**config.mk**
```make
export PLATFORM = sky130hd
export DESIGN_NAME = cfg_regbank
export DESIGN_NICKNAME = d
export VERILOG_FILES = /design/src/rtl/cfg_regbank_pkg.sv /design/src/rtl/cfg_idx_latch.sv /design/src/rtl/cfg_reg_core.sv /design/src/rtl/cfg_port_map.sv /design/src/rtl/cfg_read_mux.sv /design/src/rtl/cfg_regbank.sv
export SDC_FILE = /design/constraint.sdc
export NUM_CORES = 1
export LEC_CHECK = 0
export BUFFER_PORTS_ARGS = -buffer_cell sky130_fd_sc_hd__buf_2
export CORE_MARGIN = 3
export CORE_UTILIZATION = 24
export DETAILED_ROUTE_END_ITERATION = 10
export GPL_TIMING_DRIVEN = 0
export PLACE_DENSITY = 0.56
export SLEW_MARGIN = 15
export SYNTH_ARGS = -nofsm -noshare
export SYNTH_HDL_FRONTEND = slang
export SYNTH_SLANG_ARGS = --single-unit
```
**constraint.sdc**
```tcl
create_clock -name clk -period 3.9 [get_ports clk]
set_input_delay 0.78 -clock clk [delete_from_list [all_inputs] [get_ports clk]]
set_output_delay 0.78 -clock clk [all_outputs]
set_load 0.01 [all_outputs]
```
**src/rtl/cfg_regbank_pkg.sv**
```systemverilog
package cfg_regbank_pkg;

    localparam int unsigned REG_W = 8;
    localparam int unsigned SEL_W = 2;

    typedef struct packed {
        logic             run_en;
        logic [SEL_W-1:0] port_sel;
        logic [REG_W-1:0] ldev;
        logic             srst;
    } core_state_t;

    localparam logic [SEL_W-1:0] SEL_DEFAULT = 2'b11;

endpackage

```
**src/rtl/cfg_idx_latch.sv**
```systemverilog
module cfg_idx_latch #(
    parameter int unsigned AW = 8
) (
    input  logic          clk,
    input  logic          rst_n,
    input  logic          load,
    input  logic [AW-1:0] din,
    output logic [AW-1:0] idx
);
    logic [AW-1:0] idx_d, idx_q;

    always_comb begin
        idx_d = idx_q;
        if (load) begin
            idx_d = din;
        end
    end

    always_ff @(posedge clk or negedge rst_n) begin
        if (!rst_n) begin
            idx_q <= '0;
        end else begin
            idx_q <= idx_d;
        end
    end

    assign idx = idx_q;
endmodule

```
**src/rtl/cfg_reg_core.sv**
```systemverilog
module cfg_reg_core
    import cfg_regbank_pkg::*;
#(
    parameter int unsigned AW        = 8,
    parameter logic [7:0]  IDX_CTRL  = 8'h02,
    parameter logic [7:0]  IDX_PORT  = 8'h03,
    parameter logic [7:0]  IDX_LDEV  = 8'h07
) (
    input  logic             clk,
    input  logic             rst_n,
    input  logic             wr_en,
    input  logic [AW-1:0]    idx,
    input  logic [REG_W-1:0] wdata,
    output logic             run_en,
    output logic [SEL_W-1:0] port_sel,
    output logic [REG_W-1:0] ldev,
    output logic             srst
);
    localparam core_state_t DEFAULTS = '{
        run_en:   1'b0,
        port_sel: SEL_DEFAULT,
        ldev:     '0,
        srst:     1'b0
    };

    core_state_t st_d, st_q;

    always_comb begin
        st_d      = st_q;
        st_d.srst = 1'b0;
        if (wr_en) begin
            if (idx == AW'(IDX_CTRL)) begin
                if (wdata[0]) begin
                    st_d      = DEFAULTS;
                    st_d.srst = 1'b1;
                end
            end else if (idx == AW'(IDX_PORT)) begin
                st_d.run_en   = wdata[REG_W-1];
                st_d.port_sel = wdata[SEL_W-1:0];
            end else if (idx == AW'(IDX_LDEV)) begin
                st_d.ldev = wdata;
            end
        end
    end

    always_ff @(posedge clk or negedge rst_n) begin
        if (!rst_n) begin
            st_q <= DEFAULTS;
        end else begin
            st_q <= st_d;
        end
    end

    assign run_en   = st_q.run_en;
    assign port_sel = st_q.port_sel;
    assign ldev     = st_q.ldev;
    assign srst     = st_q.srst;
endmodule

```
**src/rtl/cfg_port_map.sv**
```systemverilog
module cfg_port_map
    import cfg_regbank_pkg::*;
#(
    parameter logic [7:0] PORT_S0 = 8'hE0,
    parameter logic [7:0] PORT_S1 = 8'hE2,
    parameter logic [7:0] PORT_S2 = 8'hE4,
    parameter logic [7:0] PORT_S3 = 8'hEA
) (
    input  logic [SEL_W-1:0] sel,
    output logic [REG_W-1:0] addr
);
    always_comb begin
        unique case (sel)
            2'b00:   addr = PORT_S0;
            2'b01:   addr = PORT_S1;
            2'b10:   addr = PORT_S2;
            default: addr = PORT_S3;
        endcase
    end
endmodule

```
**src/rtl/cfg_read_mux.sv**
```systemverilog
module cfg_read_mux
    import cfg_regbank_pkg::*;
#(
    parameter int unsigned AW       = 8,
    parameter logic [7:0]  IDX_PORT = 8'h03,
    parameter logic [7:0]  IDX_LDEV = 8'h07
) (
    input  logic             rd_en,
    input  logic [AW-1:0]    idx,
    input  logic             run_en,
    input  logic [SEL_W-1:0] port_sel,
    input  logic [REG_W-1:0] ldev,
    output logic [REG_W-1:0] rdata
);
    always_comb begin
        rdata = '0;
        if (rd_en) begin
            if (idx == AW'(IDX_PORT)) begin
                rdata[REG_W-1]   = run_en;
                rdata[SEL_W-1:0] = port_sel;
            end else if (idx == AW'(IDX_LDEV)) begin
                rdata = ldev;
            end
        end
    end
endmodule

```
**src/rtl/cfg_regbank.sv**
```systemverilog
module cfg_regbank
    import cfg_regbank_pkg::*;
#(
    parameter int unsigned AW       = 8,
    parameter logic [7:0]  IDX_CTRL = 8'h02,
    parameter logic [7:0]  IDX_PORT = 8'h03,
    parameter logic [7:0]  IDX_LDEV = 8'h07
) (
    input  logic             clk,
    input  logic             rst_n,
    input  logic             cfg_mode,
    input  logic             idx_wr,
    input  logic             data_wr,
    input  logic             data_rd,
    input  logic [REG_W-1:0] wdata,
    output logic [REG_W-1:0] rdata,
    output logic             soft_rst_pulse,
    output logic             run_access_en,
    output logic [REG_W-1:0] run_port_addr,
    output logic [REG_W-1:0] ldev_num
);
    logic [AW-1:0]    idx_q;
    logic [SEL_W-1:0] port_sel;

    cfg_idx_latch #(.AW(AW)) u_idx (
        .clk   (clk),
        .rst_n (rst_n),
        .load  (cfg_mode && idx_wr),
        .din   (AW'(wdata)),
        .idx   (idx_q)
    );

    cfg_reg_core #(
        .AW(AW), .IDX_CTRL(IDX_CTRL), .IDX_PORT(IDX_PORT), .IDX_LDEV(IDX_LDEV)
    ) u_core (
        .clk      (clk),
        .rst_n    (rst_n),
        .wr_en    (cfg_mode && data_wr),
        .idx      (idx_q),
        .wdata    (wdata),
        .run_en   (run_access_en),
        .port_sel (port_sel),
        .ldev     (ldev_num),
        .srst     (soft_rst_pulse)
    );

    cfg_port_map u_map (
        .sel  (port_sel),
        .addr (run_port_addr)
    );

    cfg_read_mux #(
        .AW(AW), .IDX_PORT(IDX_PORT), .IDX_LDEV(IDX_LDEV)
    ) u_rd (
        .rd_en    (cfg_mode && data_rd),
        .idx      (idx_q),
        .run_en   (run_access_en),
        .port_sel (port_sel),
        .ldev     (ldev_num),
        .rdata    (rdata)
    );
endmodule

```
Word-level counts from Yosys, hierarchy flattened
Index checks and enable logic that the tools add are counted.

cells by class
  equal/unequal tests = 7
  mux-type cells = 13
  reductions and logical operators = 8

operator list
  operator                                       number
  two-way mux 8 bit                              4
  == test 8 x 2 -> 1 bit, second input constant  2
  two-way mux 12 bit                             1
  one-hot mux 4 bit (3 select lines)             1
  two-way mux 11 bit                             1
  == test 8 x 3 -> 1 bit, second input constant  1
  two-way mux 5 bit                              1
  AND reduction 4 bit                            1
  nonzero test 2 bit                             2
  logical AND 1 bit                              3
  two-way mux 1 bit                              3
  two-way mux 3 bit                              1
  AND reduction 3 bit                            1
  == test 2 x 1 -> 1 bit, second input constant  1
  == test 2 bit, second input constant           1
  zero test 2 bit                                1
  two-way mux 2 bit                              1
  != test 2 x 1 -> 1 bit, second input constant  1
  != test 2 bit, second input constant           1

word-level totals
  register bits = 20
  output and inout port bits = 26
  word-level logic and storage cells = 33

Logic depth before layout (Yosys ltp)
  depth in word-level cells = 4
  mapped depth = 4
  gate-level depth less buffers = 3

Cells and area by module
From an unflattened synthesis, not the netlist that was laid out.

unflattened totals
  cell total of the unflattened synthesis = 115
  area, all modules = 1199.9 um^2

modules (own cells, without submodules)
  module         times used  cells an instance  area an instance (um^2)  sequential area each (um^2)
  cfg_reg_core   1           64                 660.6                    302.8
  cfg_idx_latch  1           17                 331.6                    200.2
  cfg_read_mux   1           21                 127.6                    0.0
  cfg_port_map   1           10                 61.3                     0.0
  cfg_regbank    1           3                  18.8                     0.0

Least setup slack after synthesis
Ideal clock, no wire load.

  kind = register -> output
  start = register u_idx.idx_q[3] (netlist: u_idx.idx[3])
  end = output rdata[2]
  arrival = 1613 ps
  required time = 3120 ps
  path slack = 1507 ps
  cell stages (with the launch flop) = 5
  cells stage by stage = dfrtp_1 -> or4_4 -> or3_1 -> buf_6 -> nor3_2

on the way
  cells in the longest elaborated chain, start to end = 4
  elaborated cells between the ends (all ways) = 5
  classes of those cells = eq/ne (2); mux (3)

RTL lines
  element                 line                 RTL
  start, declared         cfg_idx_latch.sv:10  logic [AW-1:0] idx_d, idx_q;
  start signal, assigned  cfg_idx_latch.sv:23  idx_q <= idx_d;
  == test 8 x 3 -> 1 bit  cfg_read_mux.sv:21   end else if (idx == AW'(IDX_LDEV)) begin
  two-way mux 8 bit       cfg_read_mux.sv:21
  two-way mux 5 bit (*)   cfg_read_mux.sv:18   if (idx == AW'(IDX_PORT)) begin
  two-way mux 8 bit (*)   cfg_read_mux.sv:17   if (rd_en) begin
  end, declared           cfg_regbank.sv:16    output logic [REG_W-1:0] rdata,

Mark *: on every way between the ends. The rest lies on a longest branch, timed or not.

Worst setup path in the final report
  start = register u_idx.idx_q[3] (netlist: u_idx.idx[3])
  end = output rdata[3]

Same word-level chain as after synthesis.

==> impl_metrics.yaml <==
run_status:
  outcome: "complete, no violations"
synth:
  syn_inst: 117
  synth-seq-cells: 20
  synth.cells.most_frequent: "dfrtp_1 (18), inv_1 (18), nand2_1 (10)"
  yosys-top-cells-area: "dfrtp_1 (40%), a222oi_1 (7.2%), inv_1 (6.0%)"
  netlist.top_cell.by_area: "dfrtp_1"
  yosysSeqAreaShare: 0.450
  syn_avg_cell_area_um2: 9.56
  synth_top_area_share: 0.403
  syn_area_um2: 1120
  synth.distinct_cells: 32
  yosys_warnings: 0
  synth-async-reset-ratio: 1.00
  synth_edf_count: 0
  synthFlopType: "dfrtp_1"
cts:
  cts_tree: "yes"
  clkTransAtPathRegs_ns: 0.08
  clock_latency_ns: 0.26
  cts_hold_buf: 0
  cts-root-buf: "clkbuf_8"
  clock-sinks: 20
  htree_levels: 1
  post_cts_buffers: 0
  clockBufferDepth: 2
  cts.repair.resized: 0
  cts_buffers: 3
final_layout:
  nets: 173
  diodes: 0
  fillerInstances: 486
  stdcell_area_um2: 1410
  area_growth_syn_to_layout_pct: 26.1
  drive_gt1_frac: 0.367
  final_cells: 210
  utilization: 0.319
detailed_routing:
  vias_per_cell: 4.81
  finalWirelength_um: 3030
  post_drt_wl_per_cell_um: 14.4
  antenna_left: 0
  drt_iter0_markers: 82
  route.detailed.drc: 0
  vias: 1010
  dr.pass1.iters: 5
power_and_ir_drop:
  p_comb_frac: 0.212
  swShare: 0.302
  p_int_mw: 0.347
  power_density_nw_per_um2: 353
  p_sw_mw: 0.151
  leakage_nw: 0.653
  pwr-share-clk: 0.285
  power_frac_seq: 0.503
  peakVddDrop_uv: 109
  finalPower_mw: 0.498
floorplan:
  initial_core_util: 0.253
  die_h_um: 74.3
  num_rows: 24
  core_region_area_um2: 4410
  die_area_um2: 5520
  io_pins: 40
  die_x_um: 74.3
timing:
  worst_pin_slew_ns: 0.627
  slew_violations: 0
  finalSetupViolations: 0
  max_slew_margin: 0.582
  hold_violations: 0
  period_minus_slack_ns: 2.82
  setup-tns-final_ns: 0
  post-route-period-util: 0.722
  timing.fmax_mhz: 355
  skew_ns: 0.00383
  worst_slack_ns: 1.08
  rsz0062_at_grt: "no"
  holdWs_ns: 0.453
setup_path:
  slowest_stage: "or4_4"
  endpoint_kind: "primary output"
  critPathKind: "register to primary output"
  critPathMaxStageDelay_ns: 0.58
  worst-path-max-fanout: 8
  critPathBufInv: 2
  path_cells: "or4_4 -> or3_1 -> buf_6 -> nor3_2 -> buf_2"
  crit_family: "simple AND/OR/NAND/NOR gates"
  worstPathRequired_ns: 3.12
  startpoint_type: "register"
  arrival_ns: 2.04
grt:
  grt_max_degree: 21
  grt_pass1_wl_um: 4820
  grt_overflow: 0
  grt_pass1_vias: 882
  antenna_found_initial: 0
  grt_use_total: 0.117
place:
  pre_cts_ws_ns: 1.36
  portBuffers: 34
  dp.cells: 206
  place.gp.congestion: 0.735
  dp_hpwl_um: 2230
  placed_area_um2: 1370
hold_path:
  hold_class: "input port to async pin"
job:
  max-cap-violations: 0
[placed cells by master, fill, tap and decap left out, drive strengths merged, types with 2 or more instances in the layout]
cell | synthesis | routed
a222oi | 8 | 8
buf | 10 | 44
clkbuf | 3 | 7
conb | 2 | 5
dfrtp | 18 | 18
dfstp | 2 | 2
inv | 18 | 18
mux2i | 3 | 3
nand2 | 10 | 10
nand4 | 2 | 2
nor2 | 4 | 4
nor3 | 7 | 7
nor4 | 3 | 3
o21ai | 8 | 8
o31ai | 8 | 8
[registers in the layout (all words and copies together) (netlist names)]
| name | count |
|---|---|
| u_core.run_en | 1 |
| u_core.ldev | 8 |
| u_core.srst | 1 |
| u_core.port_sel | 2 |
| u_idx.idx | 8 |
[cell type report]
cell class	instances	area (um^2)	area share
Timing Repair Buffer	34	170	0.121
Inverter	18	67.6	0.0479
Tap cell	52	65.1	0.0461
Buffer	13	83.8	0.0594
Sequential cell	20	503	0.357
Clock buffer	4	45.0	0.0319
Multi-Input combinational cell	69	475	0.337
[per-layer routing]
layer,track usage,vias up,wire length [um]
met5,0,-,0
met1,0.177,470,1440
met4,0.0415,0,44
li1,-,492,-
met2,0.162,43,1300
met3,0.0243,5,241
[worst register-to-register path, stage by stage, from the launching register on]
cell and delay, ns:
dfrtp_1 0.40, or4_4 0.58, nor3_2 0.55, a222oi_1 0.19
[worst paths after layout]
check,startpoint,slack [ns],endpoint,cells past startpoint
worst max-delay path,u_idx.idx[3],1.08,rdata[3],5
worst min-delay path,rst_n,0.45,u_idx.idx[2],1
worst max register to register,u_idx.idx[3],2.03,u_core.ldev[4],3
worst min register to register,u_idx.idx[3],0.52,u_idx.idx[3],2
max in group asynchronous,rst_n,3.11,u_core.port_sel[1],1
min in group clk,u_idx.idx[3],0.52,u_idx.idx[3],2
[kinds of logic after synthesis]
| family | Yosys count | synth area share |
|---|---|---|
| AND/OR/NAND/NOR | 34 | 0.199 |
| buffers and inverters | 31 | 0.135 |
| AO/OA/AOI/OAI | 27 | 0.182 |
| flip-flops | 20 | 0.450 |
| multiplexers | 3 | 0.0268 |
| other | 2 | 0.00671 |
[power groups by stage]
stage	clock network, mW	registers [mW]	logic (mW)
2_1_floorplan	0	0.251	0.0679
3_3_place_gp	0	0.253	0.104
3_5_place_dp	0	0.255	0.106
4_1_cts	0.144	0.251	0.107
5_1_grt	0.158	0.254	0.119
6_report	0.142	0.250	0.106
Note: power is estimated with default switching activity, not from simulation.
